===== src/rtl/xbp_pkg.sv =====
package xbp_pkg;
  localparam int WORD_W  = 128;
  localparam int WORD_B  = WORD_W / 8;
  localparam int LENF_B  = 8;

  typedef enum logic [2:0] {
    ST_IDLE,
    ST_ROUTE,
    ST_BODY,
    ST_CLOSE,
    ST_DROP
  } xbp_state_e;
endpackage


===== src/rtl/xbp_route.sv =====
module xbp_route #(
  parameter int CH_W   = 4,
  parameter int WORD_W = 128
) (
  input  logic [CH_W-1:0]   idx,
  output logic [WORD_W-1:0] code
);
  localparam int GW  = CH_W + 1;
  localparam int NG  = WORD_W / GW;
  localparam int REM = WORD_W - NG * GW;

  logic [GW-1:0] group;
  assign group = {^idx, idx};

  genvar g;
  generate
    for (g = 0; g < NG; g++) begin : g_grp
      assign code[g*GW +: GW] = group;
    end
    if (REM > 0) begin : g_rem
      assign code[WORD_W-1 -: REM] = '0;
    end
  endgenerate
endmodule


===== src/rtl/xbp_credit.sv =====
module xbp_credit #(
  parameter int DEPTH = 60
) (
  input  logic clk,
  input  logic rst,
  input  logic wr,
  input  logic drained,
  output logic can_wr
);
  localparam int CW = $clog2(DEPTH + 1);

  logic [CW-1:0] free_q;

  always_ff @(posedge clk) begin
    if (rst) begin
      free_q <= CW'(DEPTH);
    end else if (wr) begin
      free_q <= free_q - 1'b1;
    end else if (free_q == '0 && drained) begin
      free_q <= CW'(DEPTH);
    end
  end

  assign can_wr = (free_q != '0);

  // a write never consumes a credit that is not there
  a_r8_no_overflow: assert property (@(posedge clk) disable iff (rst)
    wr |-> free_q != '0);
  // the credit count stays within the FIFO depth
  a_r8_credit_bounded: assert property (@(posedge clk) disable iff (rst)
    free_q <= CW'(DEPTH));
endmodule


===== src/rtl/xbp_accum.sv =====
module xbp_accum #(
  parameter int WORD_B = 16
) (
  input  logic                  clk,
  input  logic                  rst,
  input  logic                  load,
  input  logic [63:0]           load_val,
  input  logic                  clr,
  input  logic                  push,
  input  logic [7:0]            push_byte,
  output logic [WORD_B*8-1:0]   word,
  output logic [$clog2(WORD_B+1)-1:0] cnt
);
  localparam int CNT_W = $clog2(WORD_B + 1);
  localparam int PRE_B = 8;

  logic [CNT_W-1:0] cnt_q;

  always_ff @(posedge clk) begin
    if (rst) begin
      cnt_q <= '0;
    end else if (load) begin
      cnt_q <= CNT_W'(PRE_B);
    end else if (clr) begin
      cnt_q <= '0;
    end else if (push) begin
      cnt_q <= cnt_q + 1'b1;
    end
  end

  genvar k;
  generate
    for (k = 0; k < WORD_B; k++) begin : g_lane
      logic [7:0] lane_q;
      always_ff @(posedge clk) begin
        if (rst) begin
          lane_q <= '0;
        end else if (load) begin
          if (k < PRE_B) lane_q <= load_val[(k % PRE_B)*8 +: 8];
          else           lane_q <= '0;
        end else if (clr) begin
          lane_q <= '0;
        end else if (push && cnt_q == CNT_W'(k)) begin
          lane_q <= push_byte;
        end
      end
      assign word[k*8 +: 8] = lane_q;
    end
  endgenerate

  assign cnt = cnt_q;

  // the remainder never holds more than one word
  a_r5_cnt_bounded: assert property (@(posedge clk) disable iff (rst)
    cnt_q <= CNT_W'(WORD_B));
  // no byte is pushed into a full word
  a_r5_no_push_full: assert property (@(posedge clk) disable iff (rst)
    push |-> cnt_q < CNT_W'(WORD_B));
endmodule


===== src/rtl/xbar_frame_packer.sv =====
module xbar_frame_packer
  import xbp_pkg::*;
#(
  parameter int DEPTH    = 60,
  parameter int LEN_W    = 14,
  parameter int CH_W     = 4,
  parameter int CHANNELS = 12
) (
  input  logic              clk,
  input  logic              rst,
  input  logic              in_valid,
  input  logic [7:0]        in_data,
  input  logic              in_last,
  input  logic [CH_W-1:0]   in_chan,
  input  logic [LEN_W-1:0]  in_len,
  output logic              in_ready,
  input  logic              fifo_empty,
  output logic              out_valid,
  output logic [127:0]      out_data,
  output logic              out_last,
  output logic              err
);
  localparam int CNT_W = $clog2(WORD_B + 1);

  xbp_state_e         state_q, state_d;
  logic [CH_W-1:0]    idx_q;
  logic [LEN_W-1:0]   len_q;
  logic               chan_ok;
  logic               can_wr;
  logic               emit, emit_last;
  logic [WORD_W-1:0]  emit_word;
  logic               acc_load, acc_clr, acc_push;
  logic [WORD_W-1:0]  acc_word;
  logic [CNT_W-1:0]   acc_cnt;
  logic [WORD_W-1:0]  route_word;
  logic               err_set;
  logic [63:0]        len_field;

  assign chan_ok   = (in_chan >= CH_W'(1)) && (in_chan <= CH_W'(CHANNELS));
  assign len_field = 64'(len_q) + 64'(LENF_B);

  xbp_route #(.CH_W(CH_W), .WORD_W(WORD_W)) u_route (
    .idx  (idx_q),
    .code (route_word)
  );

  xbp_credit #(.DEPTH(DEPTH)) u_credit (
    .clk     (clk),
    .rst     (rst),
    .wr      (emit),
    .drained (fifo_empty),
    .can_wr  (can_wr)
  );

  xbp_accum #(.WORD_B(WORD_B)) u_accum (
    .clk       (clk),
    .rst       (rst),
    .load      (acc_load),
    .load_val  (len_field),
    .clr       (acc_clr),
    .push      (acc_push),
    .push_byte (in_data),
    .word      (acc_word),
    .cnt       (acc_cnt)
  );

  always_comb begin
    state_d   = state_q;
    in_ready  = 1'b0;
    emit      = 1'b0;
    emit_last = 1'b0;
    emit_word = acc_word;
    acc_load  = 1'b0;
    acc_clr   = 1'b0;
    acc_push  = 1'b0;
    err_set   = 1'b0;
    unique case (state_q)
      ST_IDLE: begin
        if (in_valid) begin
          if (chan_ok) begin
            state_d = ST_ROUTE;
          end else begin
            state_d = ST_DROP;
            err_set = 1'b1;
          end
        end
      end
      ST_ROUTE: begin
        if (can_wr) begin
          emit      = 1'b1;
          emit_word = route_word;
          acc_load  = 1'b1;
          state_d   = ST_BODY;
        end
      end
      ST_BODY: begin
        if (acc_cnt == CNT_W'(WORD_B)) begin
          if (can_wr) begin
            emit    = 1'b1;
            acc_clr = 1'b1;
          end
        end else begin
          in_ready = 1'b1;
          if (in_valid) begin
            acc_push = 1'b1;
            if (in_last) state_d = ST_CLOSE;
          end
        end
      end
      ST_CLOSE: begin
        if (can_wr) begin
          emit    = 1'b1;
          acc_clr = 1'b1;
          if (acc_cnt != CNT_W'(WORD_B)) begin
            emit_last = 1'b1;
            state_d   = ST_IDLE;
          end
        end
      end
      ST_DROP: begin
        in_ready = 1'b1;
        if (in_valid && in_last) state_d = ST_IDLE;
      end
      default: state_d = ST_IDLE;
    endcase
  end

  always_ff @(posedge clk) begin
    if (rst) begin
      state_q   <= ST_IDLE;
      idx_q     <= '0;
      len_q     <= '0;
      out_valid <= 1'b0;
      out_data  <= '0;
      out_last  <= 1'b0;
      err       <= 1'b0;
    end else begin
      state_q   <= state_d;
      out_valid <= emit;
      out_last  <= emit_last;
      err       <= err_set;
      if (emit) out_data <= emit_word;
      if (state_q == ST_IDLE && in_valid) begin
        idx_q <= in_chan - CH_W'(1);
        len_q <= in_len;
      end
    end
  end

  // the last flag only travels with a written word
  a_r10_last_needs_valid: assert property (@(posedge clk) disable iff (rst)
    out_last |-> out_valid);
  // a rejection is reported as a single-cycle pulse
  a_r3_err_single: assert property (@(posedge clk) disable iff (rst)
    err |=> !err);
  // a rejected packet never reaches the FIFO
  a_r3_drop_silent: assert property (@(posedge clk) disable iff (rst)
    state_q == ST_DROP |-> !emit);
  // the word after a frame start is the routing word, never a last word
  a_r2_route_not_last: assert property (@(posedge clk) disable iff (rst)
    (state_q == ST_ROUTE && emit) |=> (out_valid && !out_last));
  // header registers hold while a frame is in flight
  a_r9_header_stable: assert property (@(posedge clk) disable iff (rst)
    (state_q == ST_BODY && $past(state_q) == ST_BODY) |-> ($stable(idx_q) && $stable(len_q)));
endmodule


===== config.mk =====
export PLATFORM = sky130hd
export DESIGN_NAME = xbar_frame_packer
export DESIGN_NICKNAME = d
export VERILOG_FILES = /design/src/rtl/xbp_pkg.sv /design/src/rtl/xbp_route.sv /design/src/rtl/xbp_credit.sv /design/src/rtl/xbp_accum.sv /design/src/rtl/xbar_frame_packer.sv
export SDC_FILE = /design/constraint.sdc
export NUM_CORES = 1
export LEC_CHECK = 0
export BUFFER_PORTS_ARGS = -buffer_cell sky130_fd_sc_hd__buf_2
export CORE_MARGIN = 5
export CORE_UTILIZATION = 31
export CTS_BUF_LIST = sky130_fd_sc_hd__clkbuf_2
export CTS_CLUSTER_DIAMETER = 30
export DETAILED_ROUTE_END_ITERATION = 12
export GPL_ROUTABILITY_DRIVEN = 0
export GPL_TIMING_DRIVEN = 0
export PLACE_DENSITY = 0.56
export SLEW_MARGIN = 20
export SYNTH_ARGS = -nofsm -noshare
export SYNTH_HDL_FRONTEND = slang
export SYNTH_SLANG_ARGS = --single-unit

===== constraint.sdc =====
create_clock -name clk -period 2.6 [get_ports clk]
set_input_delay 0.39 -clock clk [delete_from_list [all_inputs] [get_ports clk]]
set_output_delay 0.39 -clock clk [all_outputs]
set_load 0.05 [all_outputs]

### Word level (Yosys, flattened, before mapping)

Index checks and enable logic that the tools add are counted.
Widths: inputs -> output; s select.

* bits in registers: 291
* output and inout port bits: 132
* logic and storage cells: 158

* add/sub/neg operators: 4
* $lt $le $gt $ge: 2
* equality and inequality tests: 29
* multiplexer cells: 53
* bitwise gates (word level): 4
* reduce and logical (&&, ||, !) cells: 40

Operators by type and width (count)
* $mux 128: 2
* $mux 8: 24
* $eq 5x4->1 const B: 8
* $mux 3: 9
* $reduce_bool 3->1: 9
* $eq 5x3->1 const B: 4
* $logic_and 1x1->1: 20
* $ne 2x2->1 const B: 8
* $add 14x4->15 const B: 1
* $pmux 3 s5: 1
* $mux 4: 3
* $mux 6: 2
* $eq 5x2->1 const B: 2
* $mux 1: 9
* $reduce_or 3->1: 3
* $reduce_and 8->1: 1
* $eq 3x2->1 const B: 2
* $logic_not 6->1: 1
* $pmux 1 s2: 3
* $reduce_bool 6->1: 1
* $sub 6x1->6 const B: 1
* $add 5x1->5 const B: 1
* $eq 5x1->1 const B: 1
* $eq 5x5->1 const B: 1
* other kinds (12): 15

### Longest topological paths before layout

* depth after elaboration: 7
* gate-level depth with buffers: 10
* mapped depth without buffers: 6

### Modules after synthesis

A second synthesis with hierarchy kept.

* cells, all modules: 1601
* area, all modules: 14845.5 um^2

Modules (own cells, without submodules)
* xbar_frame_packer: instances 1, cells each 725, area an instance 7109.3 um^2, seq. area each 3042.9 um^2
* xbp_accum: instances 1, cells each 699, area an instance 6358.6 um^2, seq. area each 2662.6 um^2
* xbp_route: instances 1, cells each 131, area an instance 983.4 um^2, seq. area each 0.0 um^2
* xbp_credit: instances 1, cells each 46, area an instance 394.1 um^2, seq. area each 120.1 um^2

### Least setup slack after synthesis

Ideal clock, no wire load.

* kind: reg2out
* start point: register u_accum.cnt_q[0], in the netlist u_accum.cnt[0]
* end point: output in_ready
* data arrival time: 1800 ps
* required time: 2210 ps
* slack: 410 ps
* cell stages (with the launch flop): 7
* buffers on the path: 0
* path through: dfxtp_1 -> inv_1 -> ha_1 -> and4bb_2 -> nor3_1 -> a21oi_1 -> nor2_1

* longest elaborated chain between the ends: 3

RTL lines
* start: declaration: RTL line xbp_accum.sv:17 `logic [CNT_W-1:0] cnt_q;`
* start signal: assignment: RTL line xbp_accum.sv:23 `cnt_q <= CNT_W'(PRE_B);`
* start signal: assignment: RTL line xbp_accum.sv:27 `cnt_q <= cnt_q + 1'b1;`
* $eq 5x5->1: RTL line xbar_frame_packer.sv:97 `if (acc_cnt == CNT_W'(WORD_B)) begin`
* $mux 1: RTL line xbar_frame_packer.sv:97
* $pmux 1 s2: RTL line xbar_frame_packer.sv:77 `unique case (state_q)`
* end: declaration: RTL line xbar_frame_packer.sv:16 `output logic in_ready,`

No other way between the ends.

### Final worst setup path

* start point: register state_q[0]
* end point: register u_accum.g_lane[1].lane_q[5]

* longest elaborated chain between the ends: 4
* elaborated cells on any way between the ends: 10
* classes of those cells: 3 x eq/ne; 5 x mux; 2 x reduce/logical

RTL lines
* start: declaration: RTL line xbar_frame_packer.sv:25 `xbp_state_e state_q, state_d;`
* start signal: assignment: RTL line xbar_frame_packer.sv:138 `state_q <= state_d;`
* $eq 3x2->1: RTL line xbar_frame_packer.sv:77
* $pmux 1 s2 / $mux 1 (equally long branches): RTL line xbar_frame_packer.sv:77
* $mux 8 / $logic_and 1x1->1 (equally long branches): RTL line xbp_accum.sv:41, xbp_accum.sv:43
* $mux 8 / $reduce_bool 3->1 (equally long branches)
* end signal: assignment: RTL line xbp_accum.sv:39 `if (k < PRE_B) lane_q <= load_val[(k % PRE_B)*8 +: 8];`
* end signal: assignment: RTL line xbp_accum.sv:44 `lane_q <= push_byte;`
* end: declaration: RTL line xbp_accum.sv:34 `logic [7:0] lane_q;`

Several ways; a longest one is shown, not always the timed one.
A chain may end at the register's enable or synchronous reset.

==> results_dict.tcl <==
set metrics [dict create \
    path_class "register to register" \
    syn_avg_cell_area_um2 8.986 \
    ant_nets 0 \
    postSynth.asyncResetShare 0 \
    gr-total-overflow 0 \
    setup_slack_ns 0.04485 \
    drc_errors 0 \
    setup_viol 0 \
    max_cap_violations 0 \
    hold_violations 0 \
    synth_ff_type "dfxtp_1" \
    wl_per_cell_um 18.37 \
    antenna_found_initial 1 \
    rr_worst_depth 7 \
    finalCritPeriodShare 0.9827 \
    die_w_um 204.6 \
    ir_drop_uv 285.3 \
    power_frac_comb 0.251 \
    cts_tree "built" \
    finalWirelength_um 39650 \
    dp_hpwl_um 27860 \
    areaGrowthSynthToFinish_pct 23.49 \
    numPortBuffers 154 \
    dr_total_vias 10750 \
    dp_slack_ns -0.6589 \
    slew_violations 0 \
    period_needed_ns 2.555 \
    pin_count 163 \
    vias_per_cell 4.981 \
    rsz0062_at_grt "yes" \
    clkLatencyLatePin_ns 0.87 \
    rrSetupSlack_ns 0.04 \
    syn_inst 1307 \
    rr_startpoint "state_q[0]$_SDFFE_PP0P_" \
    post-place-cells 1973 \
    r2r-end "u_accum.g_lane[1].lane_q[5]$_SDFFE_PP0P_" \
    cts.sinks 291 \
    relSlewSlack 0.3470 \
    grt_pass1_vias 10740 \
    core-area_um2 37580 \
    synth_top_cells_by_area "dfxtp_1 (50%), mux2i_1 (9.6%), a211oi_1 (8.3%), a21oi_1 (6.7%), nand2_1 (5.5%)" \
    crit_required_ns 3.30 \
    worst-path-max-fanout 10 \
    syn-cell-area_um2 11750 \
    fillCellCount 3954 \
    track_usage 0.1848 \
    grt_pass1_wl_um 60840 \
    cts_made_buffers 80 \
    synth-seq-area-share 0.4960 \
    drt_iter0_drc 603 \
    min_to "u_accum.g_lane[14].lane_q[6]$_SDFFE_PP0P_" \
    p_sw_frac 0.3778 \
    die_y_um 204.6 \
    nNetsFinal 1631 \
    ys_ff_latch 291 \
    p_clk_frac 0.285 \
    fin_skew_ns 0.06808 \
    synth_top_area_frac 0.4960 \
    yosysUniqueCellTypes 54 \
    clockBufferDepth 3 \
    grt_max_degree 11 \
    rows 71 \
    dieArea_um2 41880 \
    drive_gt1_frac 0.2357 \
    synth-edff-count 0 \
    hold_class "input port to register" \
    worst_slew_pin_slew_ns 0.9795 \
    stdcell_count 2158 \
    p_leak_nw 6.274 \
    yosysWarnings 0 \
    synth_top_area_cell "dfxtp_1" \
    status "finished clean" \
    root_buffer "clkbuf_2" \
    synth_fp_nets 1347 \
    min_from "in_data[6]" \
    h-tree-depth 3 \
    crit_arrival_ns 3.26 \
    clock.fmax_mhz 391.4 \
    cellInternalPower_mw 6.668 \
    path_clk_slew_ns 0.12 \
    dr.pass1.iters 5 \
    seqPwrFrac 0.465 \
    hold_depth 3 \
    start_kind "register" \
    cp-end-kind "register" \
    initial_utilization 0.3126 \
    netSwitchingPower_mw 4.049 \
    power_density_nw_per_um2 738.9 \
]
-- cells in the final DEF (no fill, tap or decap), drive strengths merged, types with 5 or more instances in the layout --
master	instances
a211oi	131
a21o	7
a21oi	158
a221oi	16
a31oi	5
and4	5
buf	201
clkbuf	208
clkinv	24
dfxtp	291
dlygate4sd3	32
ha	9
inv	13
mux2i	113
nand2	173
nand3	13
nand4	19
nor2	138
nor3	9
o21ai	17
o22ai	15
xnor2	7
-- synthesized netlist by cell type, types with 2 or more instances --
cell type and n:
a211oi_1 130, a21o_1 7, a21oi_1 157, a221oi_1 15, a31oi_1 5, and3_1 4, and4_1 5, and4b_1 3
buf_1 4, buf_2 30, clkbuf_1 91, clkinv_1 2, dfxtp_1 291, ha_1 9, inv_1 10, mux2i_1 113
nand2_1 173, nand2b_1 2, nand3_1 13, nand4_1 9, nand4_2 10, nor2_1 138, nor2b_1 3, nor3_1 8
nor4_1 4, o211ai_1 3, o21a_1 4, o21ai_0 15, o22ai_1 15, o31a_1 2, xnor2_1 7, xor2_1 3
-- metrics by stage --
stage	cell area (µm²)	utilization	total power, mW	hold slack, ns	TNS (ns)
global placement	13160	0.3501	7.583	0.4494	-97.71
finish	14500	0.3860	10.72	0.1124	0
detailed placement	13170	0.3505	7.610	0.4519	-53.57
global route	14500	0.3860	11.29	0.07976	-0.2553
CTS	14340	0.3816	10.77	0.004815	-0.1397
floorplan	11750	-	6.844	0.4321	0
-- final cells by class --
type / instances / area, µm² / share of cell area
Antenna cell: 1 / 2.502 / 0.0001725
Tap cell: 511 / 639.4 / 0.04408
Multi-Input combinational cell: 877 / 5474 / 0.3774
Inverter: 12 / 45.04 / 0.003106
Clock inverter: 25 / 105.1 / 0.007246
Clock buffer: 112 / 560.5 / 0.03865
Buffer: 125 / 598.1 / 0.04124
Timing Repair Buffer: 204 / 1249 / 0.08609
Sequential cell: 291 / 5831 / 0.4020
-- power groups by stage --
stage | sequential, mW | clock, mW | combinational [mW]
global route | 5.02 | 3.39 | 2.88
global placement | 5.07 | 0 | 2.51
CTS | 4.98 | 3.16 | 2.64
finish | 4.98 | 3.05 | 2.69
detailed placement | 5.07 | 0 | 2.54
floorplan | 5.87 | 0 | 0.971
-- state kept, by name, indices dropped and copies added (netlist names) --
signal,cells
out_last,1
state_q,3
idx_q,4
len_q,14
out_valid,1
out_data,128
u_accum.cnt,5
err,1
u_accum.g_lane.lane_q,128
u_credit.free_q,6
-- worst max path at each step --
stage                                               end  depth (start not counted)                       startpoint
3_5_place_dp                  out_data[41]$_SDFFE_PP0N_                          9  u_credit.free_q[0]$_SDFFE_PP0P_
2_1_floorplan                                  in_ready                          6      u_accum.cnt[0]$_SDFFE_PP0P_
3_3_place_gp   u_accum.g_lane[1].lane_q[4]$_SDFFE_PP0P_                          8  u_credit.free_q[0]$_SDFFE_PP0P_
5_1_grt                                        in_ready                          7      u_accum.cnt[0]$_SDFFE_PP0P_
6_report       u_accum.g_lane[1].lane_q[5]$_SDFFE_PP0P_                          7          state_q[0]$_SDFFE_PP0P_
4_1_cts                                        in_ready                          7      u_accum.cnt[0]$_SDFFE_PP0P_
-- routing by layer --
| layer | part of all wire | up-vias | track usage |
|---|---|---|---|
| met5 | 0 | - | 0 |
| met4 | 0.026 | 0 | 0.06269 |
| met3 | 0.076 | 65 | 0.04892 |
| met2 | 0.45 | 350 | 0.2922 |
| met1 | 0.45 | 5083 | 0.2457 |
| li1 | - | 5251 | - |
-- cell families after synthesis --
family / after synthesis / synth area share
multiplexers: 113 / 0.09630
flip-flops: 291 / 0.4960
XOR/XNOR: 10 / 0.007458
AND/OR/NAND/NOR: 382 / 0.1454
adder cells (fa/ha/maj): 9 / 0.009588
buffers and inverters: 139 / 0.04858
AO/OA/AOI/OAI: 363 / 0.1967
-- worst max-delay path, cell delays in order (launching register included) --
cell and delay, ns:
dfxtp_1 0.31, buf_4 0.16, nor4bb_1 0.43, clkbuf_1 0.26, clkbuf_4 0.29, nand4_1 0.39, o22ai_1 0.41, a221oi_1 0.15
-- what timing repair did --
| item | 4_1_cts | 5_1_grt |
|---|---|---|
| endpoints found under the hold margin | 38 | 0 |
| hold buffers | 32 | 0 |
| pin swaps | 4 | 2 |
| cloned | 0 | 0 |
| setup endpoints to repair | 232 | 214 |
| setup buffers | 7 | 10 |
| gates resized for setup | 39 | 45 |
Power figures use the tool's default switching activity.
